$ cat src/rtl/popseg_pkg.sv
// Package: shared widths and the count-to-segment mapping for the
// population count digit driver. Assumes one digit, active-high segments.
package popseg_pkg;

    localparam int SW_W    = 8;   // switch lines
    localparam int CNT_W   = 4;   // enough for 0..8
    localparam int SEG_W   = 8;   // a..g plus decimal point
    localparam int CNT_MAX = SW_W;

    typedef logic [CNT_W-1:0] count_t;
    typedef logic [SEG_W-1:0] seg_t;

    localparam seg_t SEG_BLANK = '0;

    // Map a count straight to a segment byte (a in bit 7, dp in bit 0).
    function automatic seg_t count_to_seg(input count_t c);
        seg_t s;
        case (c)
            4'd0:    s = 8'hFC;
            4'd1:    s = 8'h60;
            4'd2:    s = 8'hDA;
            4'd3:    s = 8'hF2;
            4'd4:    s = 8'h66;
            4'd5:    s = 8'hB6;
            4'd6:    s = 8'hBE;
            4'd7:    s = 8'hE0;
            4'd8:    s = 8'hFE;
            default: s = SEG_BLANK;   // unreachable count: all dark
        endcase
        return s;
    endfunction

endpackage

$ cat src/rtl/popseg_rca.sv
// Module: W-bit ripple-carry adder with carry-in, giving a W+1 bit sum.
// Assumes nothing about its operands; purely combinational.
module popseg_rca #(
    parameter int W = 1
) (
    input  logic [W-1:0] a,
    input  logic [W-1:0] b,
    input  logic         cin,
    output logic [W:0]   sum
);

    logic [W:0] carry;

    assign carry[0] = cin;

    // One full-adder cell per bit position.
    for (genvar i = 0; i < W; i++) begin : g_fa
        assign sum[i]     = a[i] ^ b[i] ^ carry[i];
        assign carry[i+1] = (a[i] & b[i]) | (carry[i] & (a[i] ^ b[i]));
    end

    assign sum[W] = carry[W];

endmodule

$ cat src/rtl/popseg_count_tree.sv
// Module: counts the ones in an 8-bit word with a fixed tree of four
// ripple adders (1-bit, 1-bit, 2-bit, 3-bit). Assumes active-high flags.
module popseg_count_tree
    import popseg_pkg::*;
(
    input  logic [SW_W-1:0] flags,
    output count_t          total
);

    localparam int L1_W = 1;
    localparam int L2_W = L1_W + 1;
    localparam int L3_W = L2_W + 1;

    logic [L1_W:0] sum_lo;
    logic [L1_W:0] sum_mid;
    logic [L2_W:0] sum_six;
    logic [L3_W:0] sum_all;

    // Level one: flags [2:0], two as operands and one as carry-in.
    popseg_rca #(.W(L1_W)) u_l1_lo (
        .a(flags[0]), .b(flags[1]), .cin(flags[2]), .sum(sum_lo)
    );

    // Level one: flags [5:3].
    popseg_rca #(.W(L1_W)) u_l1_mid (
        .a(flags[3]), .b(flags[4]), .cin(flags[5]), .sum(sum_mid)
    );

    // Level two: join both partial sums, flag 6 rides the carry-in.
    popseg_rca #(.W(L2_W)) u_l2 (
        .a(sum_lo), .b(sum_mid), .cin(flags[6]), .sum(sum_six)
    );

    // Level three: flag 7 rides the carry-in of the widest stage.
    popseg_rca #(.W(L3_W)) u_l3 (
        .a(sum_six), .b('0), .cin(flags[7]), .sum(sum_all)
    );

    assign total = count_t'(sum_all);

endmodule

$ cat src/rtl/popseg_seg_map.sv
// Module: turns a count into a segment byte without a BCD stage.
// Assumes the count is 0..8; anything larger is shown dark.
module popseg_seg_map
    import popseg_pkg::*;
(
    input  count_t cnt,
    output seg_t   seg
);

    // Direct lookup of the segment pattern.
    always_comb begin
        seg = count_to_seg(cnt);
    end

endmodule

$ cat src/rtl/popseg_display.sv
// Module: top of the population count digit driver. Inverts the
// active-low switch lines, counts closed switches, maps to segments.
// Optional input and output registers are set by REG_IN / REG_OUT.
// Assumes sw_n is synchronous to clk when REG_IN is 1.
module popseg_display
    import popseg_pkg::*;
#(
    parameter bit REG_IN  = 1'b1,
    parameter bit REG_OUT = 1'b1
) (
    input  logic            clk,
    input  logic            rst_n,
    input  logic [SW_W-1:0] sw_n,
    output logic [SEG_W-1:0] seg,
    output logic [CNT_W-1:0] count
);

    logic [SW_W-1:0] sw_n_s;
    logic [SW_W-1:0] closed;
    count_t          cnt_c;
    seg_t            seg_c;

    // Optional input stage.
    if (REG_IN) begin : g_in_reg
        logic [SW_W-1:0] sw_q;
        // Capture switch lines; reset means every switch open.
        always_ff @(posedge clk) begin
            if (!rst_n) sw_q <= '1;
            else        sw_q <= sw_n;
        end
        assign sw_n_s = sw_q;
    end else begin : g_in_wire
        assign sw_n_s = sw_n;
    end

    // Active-low lines become active-high closed flags.
    assign closed = ~sw_n_s;

    popseg_count_tree u_tree (
        .flags(closed),
        .total(cnt_c)
    );

    popseg_seg_map u_map (
        .cnt(cnt_c),
        .seg(seg_c)
    );

    // Optional output stage.
    if (REG_OUT) begin : g_out_reg
        count_t cnt_q;
        seg_t   seg_q;
        // Hold count and segments together; reset shows digit zero.
        always_ff @(posedge clk) begin
            if (!rst_n) begin
                cnt_q <= '0;
                seg_q <= count_to_seg('0);
            end else begin
                cnt_q <= cnt_c;
                seg_q <= seg_c;
            end
        end
        assign count = cnt_q;
        assign seg   = seg_q;

        AST_OUT_CAPTURE: assert property (@(posedge clk) disable iff (!rst_n)
            rst_n |=> (seg == $past(seg_c)) && (count == $past(cnt_c)));
    end else begin : g_out_wire
        assign count = cnt_c;
        assign seg   = seg_c;
    end

    AST_TREE_SUM: assert property (@(posedge clk) disable iff (!rst_n)
        cnt_c == CNT_W'($countones(closed)));

    AST_COUNT_LIMIT: assert property (@(posedge clk) disable iff (!rst_n)
        count <= count_t'(CNT_MAX));

    AST_DP_DARK: assert property (@(posedge clk) disable iff (!rst_n)
        seg[0] == 1'b0);

    AST_ZERO_GLYPH: assert property (@(posedge clk) disable iff (!rst_n)
        (count == '0) |-> (seg == 8'hFC));

    AST_ALL_LIT_EIGHT: assert property (@(posedge clk) disable iff (!rst_n)
        (seg == 8'hFE) |-> (count == 4'd8));

endmodule

$ cat config.mk
export PLATFORM = sky130hd
export DESIGN_NAME = popseg_display
export DESIGN_NICKNAME = d
export VERILOG_FILES = /design/src/rtl/popseg_pkg.sv /design/src/rtl/popseg_rca.sv /design/src/rtl/popseg_count_tree.sv /design/src/rtl/popseg_seg_map.sv /design/src/rtl/popseg_display.sv
export SDC_FILE = /design/constraint.sdc
export NUM_CORES = 1
export LEC_CHECK = 0
export ABC_AREA = 1
export BUFFER_PORTS_ARGS = -buffer_cell sky130_fd_sc_hd__buf_2
export CAP_MARGIN = 20
export CORE_AREA = 2 2 53 55
export DETAILED_ROUTE_END_ITERATION = 8
export DIE_AREA = 0 0 55 57
export PLACE_DENSITY = 0.6
export RECOVER_POWER = 25
export SYNTH_ARGS = -nofsm -noshare
export SYNTH_HDL_FRONTEND = slang
export SYNTH_SLANG_ARGS = --single-unit
$ cat constraint.sdc
create_clock -name clk -period 2.8 [get_ports clk]
set_input_delay 0.14 -clock clk [delete_from_list [all_inputs] [get_ports clk]]
set_output_delay 0.14 -clock clk [all_outputs]
set_load 0.02 [all_outputs]
==> metrics.yaml <==
run:
  maxCapViolCount: 0
layout:
  final_area_mm2: 0.00113
  syn2layout_area_growth_pct: 30.5
  stdcell_count: 157
  postLayoutCoreUtil_pct: 43.2
  final_nets: 150
  final_common_cell: "nand2_1"
  fill_cells: 279
  insertedDiodeCount: 0
  drive_above_1_share_pct: 39.7
  mostFrequentLayoutCells: "nand2_1, inv_1, buf_2"
clock_tree:
  cts_root_buf: "clkbuf_4"
  numCtsBuffers: 3
  cts_hold_buffers: 0
  cts_buffer_depth: 2
  cts_tree: "yes"
  cts_sinks: 19
  cts.reportedPaths.clkPinSlew_ns: 0.10
  htreeDepth: 1
  clk_latency_ns: 0.29
logic_synthesis:
  synth_fp_nets: 123
  yosys.cell_types.count: 16
  synth.mux.area_fraction_pct: 0
  synth_xor_area_share_pct: 0
  synthSimpleGateAreaFrac_pct: 16.5
  yosysWarnings: 0
  yosysSeqAreaShare_pct: 43.9
  synth-adder-area-share_pct: 22.3
  synth.avg_cell_area_um2: 8.66
  synth-seq-cells: 19
  syn_inst: 100
  yosysTopAreaCellShare_pct: 43.9
  ys_top_cells_by_area: "dfxtp_1, ha_1, inv_1, nand2_1, fa_1"
  synth_top_family_by_area: "adder cells"
  synth-compound-area-share_pct: 2.60
  syn-cell-area_um2: 866
  synth_top_cell_by_area: "dfxtp_1"
global_route:
  grt_first_pass_wirelength_mm: 2.39
  grt_pass1_vias: 602
  overflow: 0
  antenna_found_initial: 0
  grt_max_degree: 16
  grt_usage_pct: 10.7
detailed_routing:
  drt_iter0_drc: 5
  wirelength_mm: 1.40
  drc: 0
  wire_per_inst_um: 8.91
  vias: 618
  firstDrtPassIters: 2
  vias_per_cell: 3.94
  ant_nets: 0
power_and_ir_drop:
  p_int_uw: 528
  pwr-share-seq_pct: 38.8
  p_leak_uw: 0.000639
  clock_power_share_pct: 16.4
  p_per_area_mw_per_mm2: 726
  power_switching_uw: 293
  power_frac_comb_pct: 44.8
  p_total_uw: 821
  netSwitchingFraction_pct: 35.7
  ir_drop_v: 0.000341
worst_setup_path:
  critPathLaunchType: "register"
  critPathKind: "register to register"
  end_kind: "register"
  crit_fanout: 3
  worstPathRequired_ns: 3.04
  cp_data_arrival_time_ns: 3.01
placed_design:
  place_congestion: 0.709
  port_buffers: 20
  dpl.cell_count: 151
  place_hpwl_mm: 1.09
  dpl-instance-area_mm2: 0.00102
timing:
  finalMaxSlewViolations: 0
  hold_viol_final: 0
  fin_worst_skew_ns: 0.00524
  fmax_mhz: 361
  setup_viol: 0
  rsz0062_at_grt: "yes"
  period_needed_ns: 2.77
  finalCritPeriodShare_pct: 98.9
floorplanning:
  coreArea_mm2: 0.00262
  initial_core_util_pct: 33.1
  fp-row-count: 19
  pin_count: 22
  die_width_um: 55
  dieArea_mm2: 0.00314
  die_h_um: 57
worst_hold_path:
  hold_path.class: "input pin to register"
outcome:
  status: "complete, no violations"
[logic make-up after synthesis]
| kind of cell | count (synthesis) |
|---|---|
| adder cells (fa/ha/maj) | 13 |
| AND/OR/NAND/NOR | 33 |
| AO/OA/AOI/OAI | 3 |
| buffers and inverters | 31 |
| flip-flops | 19 |
| other | 1 |
[cell usage after synthesis]
cell / n
inv_1: 26
nand2_1: 25
dfxtp_1: 19
ha_1: 9
fa_1: 4
inv_2: 3
nand3_1: 3
buf_4: 2
o21ai_2: 2
conb_1: 1
nand2_2: 1
nand3_2: 1
nand3b_1: 1
nor2_1: 1
o21ai_0: 1
or2_1: 1
[per-stage QoR]
step                      hold WS, ns  setup slack (ns)  setup TNS, ns
after floorplan                 0.225           0.00920              0
after global placement          0.311           -0.0653         -0.333
after detailed placement        0.317            -0.103         -0.590
after CTS                     0.00270           0.00252              0
after global routing          0.00373            -0.105         -0.549
final                         0.00760            0.0318              0
[power groups by stage]
stage | clock (uW) | combinational, uW | sequential, uW
floorplan | 0 | 164 | 370
CTS | 139 | 318 | 320
detailed placement | 0 | 293 | 326
finish | 134 | 368 | 319
global placement | 0 | 292 | 324
global route | 155 | 416 | 324
[state kept, by name, summed over array words and instances (netlist names)]
register,cells
count,4
g_in_reg.sw_q,8
seg,7
[worst max-delay path: stages (launching register included)]
cell	delay [ns]
dfxtp_1	0.32
inv_1	0.05
fa_1	0.52
inv_1	0.05
fa_2	0.35
inv_2	0.06
fa_1	0.45
ha_4	0.28
buf_6	0.12
ha_4	0.14
nand3b_1	0.17
buf_4	0.15
nand3_1	0.06
[cell type report]
cell class	count	area (um2)	area share (%)
clock buffers	4	26.3	2.33
inverters	29	114	10.1
well taps	31	38.8	3.43
repair buffers	24	134	11.8
flip-flops and latches	19	383	33.9
multi-input cells	50	434	38.4
[metal layers]
layer	vias up	global-route usage (%)	routed length, um
met5	-	0	0
met4	0	7.32	40
met1	269	12.1	635
met2	12	17.9	681
li1	332	-	-
met3	5	1.57	43
[worst paths after layout]
check	startpoint	slack, ns	end	cells after the start
worst min register to register	g_in_reg.sw_q[7]	0.74	count[0]	4
worst max-delay path	g_in_reg.sw_q[0]	0.03	seg[2]	12
worst min-delay path	sw_n[6]	0.008	g_in_reg.sw_q[6]	3
worst max register to register	g_in_reg.sw_q[0]	0.03	seg[2]	12
[repair_timing]
action,in CTS,in global routing
setup buffers,1,1
endpoints found under the setup margin,7,7
pin swaps,5,9
resized for setup,11,9
Power figures use the tool's default switching activity.
